==> src/rtl/msleep_pkg.sv <==
package msleep_pkg;

    typedef enum logic [1:0] {
        ST_AWAKE  = 2'd0,
        ST_ENTER  = 2'd1,
        ST_ASLEEP = 2'd2,
        ST_EXIT   = 2'd3
    } sleep_st_e;

endpackage

==> src/rtl/msleep_req_sync.sv <==
module msleep_req_sync #(
    parameter int STAGES = 2
) (
    input  logic clk,
    input  logic rst_n,
    input  logic async_i,
    output logic sync_o
);

    typedef struct packed {
        logic [STAGES-1:0] chain;
    } sync_regs_t;

    sync_regs_t r_d, r_q;

    always_comb begin
        r_d = r_q;
        r_d.chain = {r_q.chain[STAGES-2:0], async_i};
    end

    always_ff @(posedge clk or negedge rst_n) begin
        if (!rst_n) r_q <= '0;
        else        r_q <= r_d;
    end

    assign sync_o = r_q.chain[STAGES-1];

endmodule

==> src/rtl/msleep_fsm.sv <==
module msleep_fsm
    import msleep_pkg::*;
#(
    parameter int ENTER_CYCLES = 2,
    parameter int EXIT_CYCLES  = 2
) (
    input  logic clk,
    input  logic rst_n,
    input  logic req_i,
    output logic busy_o,
    output logic asleep_o
);

    localparam int MAX_CYC = (ENTER_CYCLES > EXIT_CYCLES) ? ENTER_CYCLES : EXIT_CYCLES;
    localparam int CNT_W   = (MAX_CYC > 1) ? $clog2(MAX_CYC) : 1;
    localparam logic [CNT_W-1:0] ENTER_LAST = CNT_W'(ENTER_CYCLES - 1);
    localparam logic [CNT_W-1:0] EXIT_LAST  = CNT_W'(EXIT_CYCLES - 1);

    typedef struct packed {
        sleep_st_e        st;
        logic [CNT_W-1:0] cnt;
    } fsm_regs_t;

    fsm_regs_t r_d, r_q;

    always_comb begin
        r_d = r_q;
        case (r_q.st)
            ST_AWAKE: begin
                if (req_i) begin
                    r_d.st  = ST_ENTER;
                    r_d.cnt = '0;
                end
            end
            ST_ENTER: begin
                if (!req_i) begin
                    r_d.st  = ST_EXIT;
                    r_d.cnt = '0;
                end else if (r_q.cnt == ENTER_LAST) begin
                    r_d.st  = ST_ASLEEP;
                    r_d.cnt = '0;
                end else begin
                    r_d.cnt = r_q.cnt + 1'b1;
                end
            end
            ST_ASLEEP: begin
                if (!req_i) begin
                    r_d.st  = ST_EXIT;
                    r_d.cnt = '0;
                end
            end
            default: begin
                if (r_q.cnt == EXIT_LAST) begin
                    r_d.st  = ST_AWAKE;
                    r_d.cnt = '0;
                end else begin
                    r_d.cnt = r_q.cnt + 1'b1;
                end
            end
        endcase
    end

    always_ff @(posedge clk or negedge rst_n) begin
        if (!rst_n) begin
            r_q.st  <= ST_AWAKE;
            r_q.cnt <= '0;
        end else begin
            r_q <= r_d;
        end
    end

    assign busy_o   = (r_q.st != ST_AWAKE);
    assign asleep_o = (r_q.st == ST_ASLEEP);

    AST_SLEEP_AFTER_BLOCK: assert property (@(posedge clk) disable iff (!rst_n)
        $rose(asleep_o) |-> $past(busy_o));
    AST_NO_DIRECT_SLEEP: assert property (@(posedge clk) disable iff (!rst_n)
        !busy_o |=> !asleep_o);
    AST_EXIT_STILL_BLOCKED: assert property (@(posedge clk) disable iff (!rst_n)
        $fell(asleep_o) |-> busy_o);
    AST_RELEASE_AFTER_WAKE: assert property (@(posedge clk) disable iff (!rst_n)
        $fell(busy_o) |-> (!asleep_o && $past(!asleep_o)));
    AST_IDLE_WITHOUT_REQ: assert property (@(posedge clk) disable iff (!rst_n)
        (!busy_o && !req_i) |=> !busy_o);

endmodule

==> src/rtl/msleep_guard.sv <==
module msleep_guard (
    input  logic clk,
    input  logic rst_n,
    input  logic busy_i,
    input  logic req_i,
    input  logic sel_i,
    input  logic strobe_i,
    output logic err_o
);

    typedef struct packed {
        logic err;
    } guard_regs_t;

    guard_regs_t r_d, r_q;

    always_comb begin
        r_d = r_q;
        if ((sel_i || strobe_i) && (busy_i || req_i)) r_d.err = 1'b1;
    end

    always_ff @(posedge clk or negedge rst_n) begin
        if (!rst_n) r_q <= '0;
        else        r_q <= r_d;
    end

    assign err_o = r_q.err;

    AST_ERR_STICKY: assert property (@(posedge clk) disable iff (!rst_n)
        err_o |=> err_o);
    AST_IDLE_NO_ERR: assert property (@(posedge clk) disable iff (!rst_n)
        (!err_o && !busy_i && !req_i) |=> !err_o);

endmodule

==> src/rtl/mem_sleep_ctrl.sv <==
module mem_sleep_ctrl #(
    parameter int SYNC_STAGES  = 2,
    parameter int ENTER_CYCLES = 2,
    parameter int EXIT_CYCLES  = 2
) (
    input  logic clk,
    input  logic rst_n,
    input  logic sleep_req,
    input  logic sel_any,
    input  logic strobe_any,
    output logic asleep,
    output logic access_block,
    output logic bus_float,
    output logic proto_err
);

    logic req_sync;
    logic busy;

    msleep_req_sync #(.STAGES(SYNC_STAGES)) u_sync (
        .clk     (clk),
        .rst_n   (rst_n),
        .async_i (sleep_req),
        .sync_o  (req_sync)
    );

    msleep_fsm #(.ENTER_CYCLES(ENTER_CYCLES), .EXIT_CYCLES(EXIT_CYCLES)) u_fsm (
        .clk      (clk),
        .rst_n    (rst_n),
        .req_i    (req_sync),
        .busy_o   (busy),
        .asleep_o (asleep)
    );

    msleep_guard u_guard (
        .clk      (clk),
        .rst_n    (rst_n),
        .busy_i   (busy),
        .req_i    (req_sync),
        .sel_i    (sel_any),
        .strobe_i (strobe_any),
        .err_o    (proto_err)
    );

    assign access_block = busy;
    assign bus_float    = busy;

    AST_FLOAT_WHILE_ASLEEP: assert property (@(posedge clk) disable iff (!rst_n)
        asleep |-> (bus_float && access_block));
    AST_RESET_QUIET: assert property (@(posedge clk) disable iff (!rst_n)
        $rose(rst_n) |-> (!asleep && !access_block));

endmodule

==> config.mk <==
export PLATFORM = sky130hd
export DESIGN_NAME = mem_sleep_ctrl
export DESIGN_NICKNAME = d
export VERILOG_FILES = /design/src/rtl/msleep_pkg.sv /design/src/rtl/msleep_req_sync.sv /design/src/rtl/msleep_fsm.sv /design/src/rtl/msleep_guard.sv /design/src/rtl/mem_sleep_ctrl.sv
export SDC_FILE = /design/constraint.sdc
export NUM_CORES = 1
export LEC_CHECK = 0
export BUFFER_PORTS_ARGS = -buffer_cell sky130_fd_sc_hd__buf_4
export CAP_MARGIN = 5
export CORE_AREA = 2 2 39 41
export DETAILED_ROUTE_END_ITERATION = 8
export DIE_AREA = 0 0 41 43
export GPL_ROUTABILITY_DRIVEN = 0
export GPL_TIMING_DRIVEN = 0
export SYNTH_ARGS = -nofsm -noshare
export SYNTH_HDL_FRONTEND = slang
export SYNTH_SLANG_ARGS = --single-unit
==> constraint.sdc <==
create_clock -name clk -period 3.1 [get_ports clk]
set_input_delay 0 -clock clk [delete_from_list [all_inputs] [get_ports clk]]
set_output_delay 0 -clock clk [all_outputs]
set_load 0.01 [all_outputs]
* Yosys cells after proc, flatten, opt, wreduce, memory -nomap -nowiden
Cells that the tools add are included.
Operators by class: muxes and demuxes 7, divide/modulo/power cells 0, reduce and logical (&&, ||, !) cells 8, equality and inequality tests 5, multiply operators 0, order comparisons 0, add/sub/neg operators 1, bitwise gates (word level) 0, shift-type cells 0
Operators with widths (number):
- 3-bit two-way mux | 3
- 3-bit one-hot mux with 3 select lines | 1
- 2-bit two-way mux | 2
- 2-bit != test (second input constant) | 2
- 4-bit AND reduction | 1
- 4-bit nonzero test | 1
- 3-bit by 2-bit != test with 1-bit output (second input constant) | 1
- 2-bit by 1-bit equality test with 1-bit output (second input constant) | 1
- 2-bit equality test (second input constant) | 1
- 2-bit logical NOT | 1
- 1-bit logical OR | 2
- 2-bit AND reduction | 1
- 2-bit nonzero test | 1
- 1-bit adder (second input constant) | 1
- 1-bit logical AND | 1
- 1-bit two-way mux | 1
Storage, ports and cells: bits in writable memories 0, bits of input ports 5, latch bits 0, memories 0, bits in registers 6, output and inout port bits 4, bits in read-only memories 0, logic and storage cells 25

* Logic depth before layout (Yosys ltp)
Gate-level depths: netlist of the first run.
word-level depth 4, depth in mapped cells 5, depth with buffers taken out 5

* By module
A second synthesis of the first run with hierarchy kept.
Second synthesis, totals: cells, all modules 32, area total of the unflattened synthesis 340.3 sq um
Modules (own cells, without submodules):
- msleep_fsm | seq. area each 75.1 sq um, area each 245.2 sq um, cells an instance 26, times used 1
- msleep_req_sync | seq. area each 50.0 sq um, area each 50.0 sq um, cells an instance 2, times used 1
- msleep_guard | seq. area each 25.0 sq um, area each 37.5 sq um, cells an instance 3, times used 1
- mem_sleep_ctrl | seq. area each 0.0 sq um, area each 7.5 sq um, cells an instance 1, times used 1

* Worst setup path before layout of the first run
Ideal clock, no wire load.
path kind flip-flop to flip-flop, from register u_fsm.r_q[1] (netlist name), to register u_fsm.r_q[1] (netlist name), data required time 2.975 ns, cell stages (with the launch flop) 6, path buffers 0, setup slack 1.283 ns, arrival 1.692 ns, path through dfrtp_1 -> inv_1 -> ha_1 -> or4_4 -> o211ai_2 -> mux2_4
Between the ends: cells in the longest elaborated chain, start to end 3, elaborated cells on any way between the ends 9
Ends and longest elaborated chain:
- start, declared | RTL line msleep_fsm.sv:24 | fsm_regs_t r_d, r_q;
- start signal, assigned | RTL line msleep_fsm.sv:68 | r_q <= r_d;
- 2-bit equality test *
- net asleep | RTL line mem_sleep_ctrl.sv:11 | output logic asleep,
- 4-bit nonzero test (no line) / 2-bit != test (equally long branches)
- 4-bit AND reduction (no line)
Mark *: on every way through the listed nets, which the timed path passes. The rest lies on a longest branch. A chain may end at the register's enable or synchronous reset.

* Worst setup path in the final report of the first run
from register u_fsm.r_q[1] (netlist name), to register u_fsm.r_q[2] (netlist name)
Between the ends: cells in the longest elaborated chain, start to end 3, elaborated cells on any way between the ends 9
Ends and longest elaborated chain:
- 2-bit by 1-bit equality test with 1-bit output (tied with other cells) | RTL line msleep_fsm.sv:28 | case (r_q.st)
- 3-bit by 2-bit != test with 1-bit output (no line) (tied with other cells)
- 4-bit AND reduction (no line)
Several ways; a longest one is shown, not always the timed one.

==> results of run 1 <==
worst max path at each step:
| stage | to | from | cells past startpoint |
|---|---|---|---|
| 6_report | u_fsm.r_q[2] | u_fsm.r_q[1] | 5 |
| 3_3_place_gp | u_fsm.r_q[2] | u_fsm.r_q[1] | 5 |
| 3_5_place_dp | u_fsm.r_q[2] | u_fsm.r_q[1] | 5 |
| 4_1_cts | u_fsm.r_q[2] | u_fsm.r_q[1] | 5 |
| 2_1_floorplan | u_fsm.r_q[1] | u_fsm.r_q[1] | 5 |
| 5_1_grt | u_fsm.r_q[2] | u_fsm.r_q[1] | 5 |
cell type report:
type	instances	area [sq um]
Inverter	3	11.3
Sequential cell	6	150
Clock buffer	3	22.5
Fill cell	143	870
Timing Repair Buffer	11	90.1
Tap cell	16	20.0
Multi-Input combinational cell	22	213
Buffer	1	7.51
layout by cell type (no fill, tap or decap):
master,count
sky130_fd_sc_hd__o22ai_1,1
sky130_fd_sc_hd__clkbuf_4,3
sky130_fd_sc_hd__mux2i_1,1
sky130_fd_sc_hd__o211ai_2,1
sky130_fd_sc_hd__a211oi_1,1
sky130_fd_sc_hd__inv_1,3
sky130_fd_sc_hd__mux2_4,2
sky130_fd_sc_hd__dlygate4sd3_1,3
sky130_fd_sc_hd__buf_4,9
sky130_fd_sc_hd__a21oi_1,2
sky130_fd_sc_hd__dfrtp_1,6
sky130_fd_sc_hd__or4_4,1
sky130_fd_sc_hd__o21ba_2,1
sky130_fd_sc_hd__nand2_1,1
sky130_fd_sc_hd__nor2_1,1
sky130_fd_sc_hd__nand2b_1,2
sky130_fd_sc_hd__nor3b_1,1
sky130_fd_sc_hd__ha_1,7
flip-flops by register name (all words and copies together) (netlist names):
register / count
u_fsm.r_q: 3
u_guard.err_o: 1
u_sync.r_q: 2
per-layer routing:
layer	vias up	routed length [um]	share of wire
li1	136	-	-
met1	134	272	0.43
met2	4	357	0.56
met3	0	10	0.016
met4	0	0	0
met5	-	0	0
cell families (layout without fill, tap and decap cells):
group / count (synthesis) / in the layout / synth area share
fa+ha+maj: 7 / 7 / 0.229
compound gates: 6 / 6 / 0.121
flops: 6 / 6 / 0.393
simple gates: 6 / 6 / 0.102
buf+inv: 4 / 18 / 0.0492
mux: 3 / 3 / 0.105
through the flow:
stage | power (W) | hold WS [ns] | utilization | instance area [sq um]
after floorplan | 0.000348 | -0.296 | - | 382
after global placement | 0.000423 | -0.192 | 0.334 | 462
after detailed placement | 0.000423 | -0.192 | 0.334 | 462
after CTS | 0.000501 | 0.00188 | 0.372 | 514
after global routing | 0.000536 | 0.0312 | 0.372 | 514
final | 0.000490 | 0.00618 | 0.372 | 514
power breakdown:
group / total (W) / internal, W / switching (W)
registers: 0.000132 / 0.000102 / 0.0000296
clock network: 0.0000680 / 0.0000435 / 0.0000245
logic: 0.000290 / 0.000168 / 0.000122
worst min-delay path, stage by stage:
cell and delay (ns):
sky130_fd_sc_hd__buf_4 0.08, sky130_fd_sc_hd__o22ai_1 0.06, sky130_fd_sc_hd__nand2b_1 0.07
==> impl_metrics.yaml, run 1 <==
synthesis:
  synth_area_leaders: "sky130_fd_sc_hd__dfrtp_1, sky130_fd_sc_hd__ha_1, sky130_fd_sc_hd__mux2_4, sky130_fd_sc_hd__nand2b_1, sky130_fd_sc_hd__o211ai_2"
  synth_largest_type_area_fraction: 0.393
  yosys_warnings: 0
  synthMostInstantiatedCell: "sky130_fd_sc_hd__ha_1"
  postSynth.asyncResetShare: 1.00
  synth_edf_count: 0
  synthDistinctLibCells: 16
  yosys_register_bits: 6
  yosysSeqAreaShare: 0.393
  synth_area_sq_um: 382
  synth_common_cells: "sky130_fd_sc_hd__ha_1, sky130_fd_sc_hd__dfrtp_1, sky130_fd_sc_hd__inv_1"
  dominantRegCellSynth: "sky130_fd_sc_hd__dfrtp_1"
  synth.net_count: 44
  yosys.area.top_type: "sky130_fd_sc_hd__dfrtp_1"
  syn_avg_cell_area_sq_um: 11.9
  syn_inst: 32
setup_path:
  crit_path_top_delay_cell: "sky130_fd_sc_hd__or4_4"
  critical_path_buf_inv_count: 1
  required_ns: 3.22
  critical-path-top-delay-family: "simple AND/OR/NAND/NOR gates"
  launch_instance_of_the_worst_register_to_register_path: "u_fsm.r_q[1]"
  critical_path.max_fanout: 5
  end_kind: "register"
  startpoint_type: "register"
  setup.reg_to_reg.worst_slack_ns: 1.23
  cp_cell_sequence: "inv_1 -> ha_1 -> or4_4 -> o211ai_2 -> mux2_4"
  cp_slowest_stage_delay_ns: 0.53
  category_of_the_most_critical_setup_path: "register to register"
  arrival_ns: 1.99
  reg2reg_to: "u_fsm.r_q[2]"
  depth_of_the_most_critical_reg_to_reg_path: 5
clocking:
  worst_case_clock_buffer_depth: 2
  cts-buffers-inserted: 3
  number_of_h_tree_levels: 1
  clock_sink_count: 6
  cts.repair_timing.setup_buffer_count: 0
  clkSlewWorstSetupHoldPaths_ns: 0.04
  cts.root.buffer_cell: "sky130_fd_sc_hd__clkbuf_4"
  clk-insertion-delay-late_ns: 0.24
  cts_hold_repair_buffers: 3
  cts_tree: "built"
  postCtsResizedCells: 0
detailed_routing:
  vias_per_cell: 4.42
  total_routed_wirelength_um: 640
  remaining_drc_errors: 0
  drt-initial-drc-count: 3
  wl_per_cell_um: 10.3
  drt.antenna.violating_nets: 0
  dr.pass1.iters: 2
  vias: 274
timing:
  max-slew-margin-rel: 0.833
  post-route-min-period_ns: 1.87
  worst_pin_slew_ns: 0.243
  finalSetupViolCount: 0
  post-route-period-util: 0.605
  fin_ws_ns: 1.23
  finalHoldViolations: 0
  max_clock_freq_mhz: 534
  timing.setup.tns_ns: 0
  timing_max_transition_violations_final: 0
  unrepaired_setup_endpoints_after_global_routing: "no"
  finClkSkew_ns: 0.00248
finish:
  drive_gt1_frac: 0.370
  area_growth_from_synthesis_to_final_layout_pct: 34.8
  layout.nets: 60
  antenna_cells: 0
  final-instance-count-excl-fill: 62
place:
  dp_slack_ns: 1.23
  dp.cells: 56
  count_of_buffers_inserted_at_the_top_level_ports: 8
  dp_hpwl_um: 469
die:
  chip_width_um: 41
  start_util: 0.276
  floorplan.core_area_sq_um: 1380
  die_h_um: 43
  design.portCount: 9
  die-area_sq_um: 1760
  rows: 14
global_route:
  grt_max_degree: 7
  grt_busiest_layer: "met2"
  use_met3: 0.0628
  met1_track_utilization_from_global_routing: 0.100
  grt_first_pass_wirelength_um: 1080
  grtUsageTotal: 0.0944
  grt-ovfl-total: 0
  first_global_vias: 273
  grt_met2_use: 0.141
  antenna_violations_before_repair: 0
power:
  p_per_area_nw_per_um2: 953
  power.ir.vdd_worst_v: 0.000301
  power_leakage_nw: 0.250
run_status:
  status: "completed"
hold_path:
  cell_depth_of_the_worst_hold_path: 3
  min_path_type: "input pin to register"
  hold_path.startpoint: "strobe_any"
  hold-path-endpoint: "u_guard.err_o"
run:
  max_cap_violations: 0
(Power assumes the default switching activity.)
==> run 2, diff against run 1 <==
Clock period 3.1 ns to 1.9 ns, I/O delays scaled along.
==> impl_metrics.yaml, run 2 (synthesized netlist as in run 1, its figures left out) <==
global_route:
  antenna_violations_before_repair: 0
  grt_first_pass_wirelength_um: 1080
  grt-ovfl-total: 0
  grtUsageTotal: 0.0944
  grt_max_degree: 7
  first_global_vias: 273
setup_path:
  required_ns: 2.02
  critical_path.max_fanout: 5
  reg2reg_to: "u_fsm.r_q[2]"
  cp_cell_sequence: "inv_1 -> ha_1 -> or4_4 -> o211ai_2 -> mux2_4"
  depth_of_the_most_critical_reg_to_reg_path: 5
  category_of_the_most_critical_setup_path: "register to register"
  setup.reg_to_reg.worst_slack_ns: 0.10
  end_kind: "register"
  launch_instance_of_the_worst_register_to_register_path: "u_fsm.r_q[2]"
  arrival_ns: 1.92
  crit_path_top_delay_cell: "sky130_fd_sc_hd__or4_4"
  startpoint_type: "register"
  cp_slowest_stage_delay_ns: 0.51
finish:
  layout.core_utilization: 0.378
  drive_gt1_frac: 0.426
  area_growth_from_synthesis_to_final_layout_pct: 37.0
  layout.nets: 61
  layout_commonest_cell: "sky130_fd_sc_hd__buf_4"
  layout_common_cells: "sky130_fd_sc_hd__buf_4, sky130_fd_sc_hd__ha_1, sky130_fd_sc_hd__dfrtp_1"
  antenna_cells: 0
  most_flops_register: "u_fsm.r_q"
  largest_register_ff_count: 3
power:
  internal-power_w: 0.000527
  power_switching_w: 0.000291
  clockPowerShare: 0.136
  sw_frac_of_total: 0.356
  power_w: 0.000818
  power_leakage_nw: 0.253
  comb_power_share: 0.599
  power.ir.vdd_worst_v: 0.000492
  share_seq_of_total_power: 0.265
  p_per_area_nw_per_um2: 1560
clocking:
  cts-buffers-inserted: 3
  clkSlewWorstSetupHoldPaths_ns: 0.04
  cts_tree: "built"
  number_of_h_tree_levels: 1
  worst_case_clock_buffer_depth: 2
  clk-insertion-delay-late_ns: 0.24
  cts.root.buffer_cell: "sky130_fd_sc_hd__clkbuf_4"
  clock_sink_count: 6
hold_path:
  hold_path.startpoint: "strobe_any"
  cell_depth_of_the_worst_hold_path: 3
  min_path_type: "input pin to register"
  hold-path-endpoint: "u_guard.err_o"
die:
  start_util: 0.276
  die-area_sq_um: 1760
  floorplan.core_area_sq_um: 1380
  die_h_um: 43
  rows: 14
  chip_width_um: 41
  design.portCount: 9
detailed_routing:
  wl_met1_um: 274
  total_routed_wirelength_um: 647
  maxUsedRoutingLayer: "met3"
  drt-initial-drc-count: 3
  dr.pass1.iters: 2
  vias: 279
  remaining_drc_errors: 0
  vias_per_cell: 4.43
  drt.antenna.violating_nets: 0
  wl_per_cell_um: 10.3
  wl_met3_um: 10
  met2_wirelength_um: 362
timing:
  hold_ws_ns: 0.00618
  finalHoldViolations: 0
  unrepaired_setup_endpoints_after_global_routing: "no"
  max_clock_freq_mhz: 556
  post-route-period-util: 0.947
  finalSetupViolCount: 0
  timing_max_transition_violations_final: 0
  finClkSkew_ns: 0.00237
  worst_pin_slew_ns: 0.243
  post-route-min-period_ns: 1.80
  max-slew-margin-rel: 0.833
  timing.setup.tns_ns: 0
place:
  dp_hpwl_um: 469
  count_of_buffers_inserted_at_the_top_level_ports: 8
run_status:
  status: "completed"
run:
  max_cap_violations: 0
==> run 2: cell count changes in the layout (fill, tap and decap cells not counted), sizes merged <==
cell	before	now
buf	9	10
==> run 2: worst max-delay path by stage <==
stage | from | to | slack, ns | cells past startpoint
2_1_floorplan | u_fsm.r_q[1] | u_fsm.r_q[1] | 0.08 | 5
3_3_place_gp | u_fsm.r_q[1] | u_fsm.r_q[2] | 0.02 | 5
3_5_place_dp | u_fsm.r_q[1] | u_fsm.r_q[2] | 0.03 | 5
4_1_cts | u_fsm.r_q[1] | u_fsm.r_q[2] | 0.01 | 5
5_1_grt | u_fsm.r_q[2] | u_fsm.r_q[2] | 0.02 | 5
6_report | u_fsm.r_q[2] | u_fsm.r_q[2] | 0.10 | 5
==> run 2: power by group through the flow <==
stage / registers, W / logic (W) / clock network (W)
2_1_floorplan: 0.000203 / 0.000365 / 0
3_3_place_gp: 0.000216 / 0.000474 / 0
3_5_place_dp: 0.000217 / 0.000474 / 0
4_1_cts: 0.000215 / 0.000484 / 0.000118
5_1_grt: 0.000223 / 0.000543 / 0.000128
6_report: 0.000217 / 0.000490 / 0.000111
==> run 2: metrics by stage <==
stage	setup slack (ns)	std cells	cell area, sq um
final	0.101	63	523
after global routing	0.0192	63	523
after CTS	0.0148	62	514
after detailed placement	0.0283	56	462
after global placement	0.0198	56	462
after floorplan	0.0831	32	382
==> run 2: critical path, delay by kind of cell, from the launching register on <==
kind,cells,cell delay [ns]
compound gates,1,0.12
flops,1,0.41
mux,1,0.32
fa+ha+maj,1,0.21
simple gates,1,0.51
buf+inv,1,0.12
==> run 2: metal layers <==
| metal | track usage | vias up |
|---|---|---|
| li1 | - | 138 |
| met1 | 0.100 | 137 |
| met2 | 0.141 | 4 |
| met3 | 0.0628 | 0 |
| met4 | 0.0400 | 0 |
| met5 | 0 | - |
==> run 2: timing repair <==
action,in CTS,in global routing
hold buffers,3,0
resized for setup,0,2
setup endpoints to repair,0,2
endpoints found under the hold margin,8,0
setup buffers,0,1
==> run 2: layout make-up <==
cell class	instances	area, sq um
tap	16	20.0
clock buffer	3	22.5
inverter	3	11.3
sequential	6	151
fill	143	861
timing repair buffer	12	97.6
multi-input combinational	22	213
buffer	1	7.51
==> run 3, diff against run 2 <==
Settings changed: ABC_AREA set to 1.
==> impl_metrics.yaml, run 3 <==
run_status:
  status: "completed"
global_route:
  grt_first_pass_wirelength_um: 1060
  grt-ovfl-total: 0
  grtUsageTotal: 0.0891
  antenna_violations_before_repair: 0
  grt_max_degree: 7
  first_global_vias: 292
timing:
  post-route-min-period_ns: 1.63
  unrepaired_setup_endpoints_after_global_routing: "no"
  timing.setup.tns_ns: 0
  fin_ws_ns: 0.273
  max-slew-margin-rel: 0.861
  finalHoldViolations: 0
  worst_pin_slew_ns: 0.208
  finClkSkew_ns: 0.00306
  finalSetupViolCount: 0
  timing_max_transition_violations_final: 0
  post-route-period-util: 0.856
  max_clock_freq_mhz: 615
finish:
  most_flops_register: "u_fsm.r_q"
  layout.core_utilization: 0.388
  antenna_cells: 0
  layout.nets: 78
  area_growth_from_synthesis_to_final_layout_pct: 36.2
  layout_common_cells: "sky130_fd_sc_hd__nand2_1, sky130_fd_sc_hd__buf_4, sky130_fd_sc_hd__ha_1"
  largest_register_ff_count: 3
  drive_gt1_frac: 0.250
  layout_commonest_cell: "sky130_fd_sc_hd__nand2_1"
  fin_area_sq_um: 537
synthesis:
  synth_area_sq_um: 394
  yosysSeqAreaShare: 0.381
  postSynth.asyncResetShare: 1.00
  syn_inst: 49
  synthMostInstantiatedCell: "sky130_fd_sc_hd__nand2_1"
  yosys_warnings: 0
  synth_largest_type_area_fraction: 0.381
  synth.net_count: 61
  synth_common_cells: "sky130_fd_sc_hd__nand2_1, sky130_fd_sc_hd__ha_1, sky130_fd_sc_hd__dfrtp_1, sky130_fd_sc_hd__inv_1, sky130_fd_sc_hd__nand3_1"
  synth_area_leaders: "sky130_fd_sc_hd__dfrtp_1, sky130_fd_sc_hd__ha_1, sky130_fd_sc_hd__nand2_1, sky130_fd_sc_hd__inv_1, sky130_fd_sc_hd__nand3_1"
  dominantRegCellSynth: "sky130_fd_sc_hd__dfrtp_1"
  synth_edf_count: 0
  synthDistinctLibCells: 13
  yosys_register_bits: 6
  syn_avg_cell_area_sq_um: 8.04
  yosys.area.top_type: "sky130_fd_sc_hd__dfrtp_1"
power:
  power.ir.vdd_worst_v: 0.000477
  p_per_area_nw_per_um2: 1380
  power_leakage_nw: 0.292
clocking:
  clk-insertion-delay-late_ns: 0.24
  cts.repair_timing.setup_buffer_count: 0
  number_of_h_tree_levels: 1
  cts_hold_repair_buffers: 4
  cts.root.buffer_cell: "sky130_fd_sc_hd__clkbuf_4"
  clkSlewWorstSetupHoldPaths_ns: 0.04
  worst_case_clock_buffer_depth: 2
  cts-buffers-inserted: 3
  postCtsResizedCells: 0
  cts_tree: "built"
  clock_sink_count: 6
detailed_routing:
  vias_per_cell: 4.03
  remaining_drc_errors: 0
  drt.antenna.violating_nets: 0
  vias: 322
  dr.pass1.iters: 2
  total_routed_wirelength_um: 651
  wl_per_cell_um: 8.14
  drt-initial-drc-count: 8
run:
  max_cap_violations: 0
setup_path:
  required_ns: 2.03
  startpoint_type: "register"
  arrival_ns: 1.76
  end_kind: "register"
  critical_path.max_fanout: 5
  category_of_the_most_critical_setup_path: "register to register"
die:
  chip_width_um: 41
  start_util: 0.285
  design.portCount: 9
  die_h_um: 43
  die-area_sq_um: 1760
  rows: 14
  floorplan.core_area_sq_um: 1380
place:
  dp_hpwl_um: 510
  placement_stage_cell_area_sq_um: 474
  dp_slack_ns: 0.603
  count_of_buffers_inserted_at_the_top_level_ports: 8
hold_path:
  min_path_type: "input pin to async pin"
==> run 3: kinds of logic after synthesis <==
group / Yosys count / share of synthesized area
fa+ha+maj: 7 / 0.222
buf+inv: 8 / 0.0857
simple gates: 24 / 0.260
flops: 6 / 0.381
compound gates: 4 / 0.0508
==> run 3: worst paths after layout <==
check | from | to | slack [ns] | cells after the start
max | u_fsm.r_q[2] | u_guard.err_o | 0.27 | 6
min | rst_n | u_guard.err_o | 0.11 | 2
max reg2reg | u_fsm.r_q[2] | u_guard.err_o | 0.27 | 6
min reg2reg | u_sync.r_q[0] | u_sync.r_q[1] | 0.34 | 0
max in group asynchronous | rst_n | u_fsm.r_q[1] | 1.68 | 2
min in group clk | u_sync.r_q[0] | u_sync.r_q[1] | 0.34 | 0
==> run 3: per-stage QoR <==
step | cells | power, W | hold slack [ns]
after floorplan | 49 | 0.000501 | -0.296
after global placement | 73 | 0.000617 | -0.192
after detailed placement | 73 | 0.000619 | -0.192
after CTS | 80 | 0.000751 | 0.0906
after global routing | 80 | 0.000832 | 0.101
final | 80 | 0.000739 | 0.106
==> run 3: power by group <==
group,internal [W],switching [W]
clock network,0.0000712,0.0000432
logic,0.000195,0.000230
registers,0.000162,0.0000375
==> run 3: layout make-up <==
cell class                 count  area [sq um]
multi-input combinational     35           210
inverter                       7          26.3
sequential                     6           150
buffer                         1          7.51
timing repair buffer          12           100
clock buffer                   3          22.5
tap                           16          20.0
fill                         143           847
==> run 3: worst max-delay path, stage by stage (launching register included) <==
cell                            delay (ns)
sky130_fd_sc_hd__dfrtp_1              0.42
sky130_fd_sc_hd__inv_1                0.14
sky130_fd_sc_hd__ha_1                 0.20
sky130_fd_sc_hd__nand2_2              0.07
sky130_fd_sc_hd__o21ai_0              0.07
sky130_fd_sc_hd__dlygate4sd3_1        0.57
sky130_fd_sc_hd__nand2_1              0.05
==> run 3: routing by layer <==
| metal | wire length [um] | track usage |
|---|---|---|
| met1 | 283 | 0.102 |
| met2 | 334 | 0.141 |
| met3 | 33 | 0.0471 |
| met4 | 0 | 0.0200 |
| met5 | 0 | 0 |
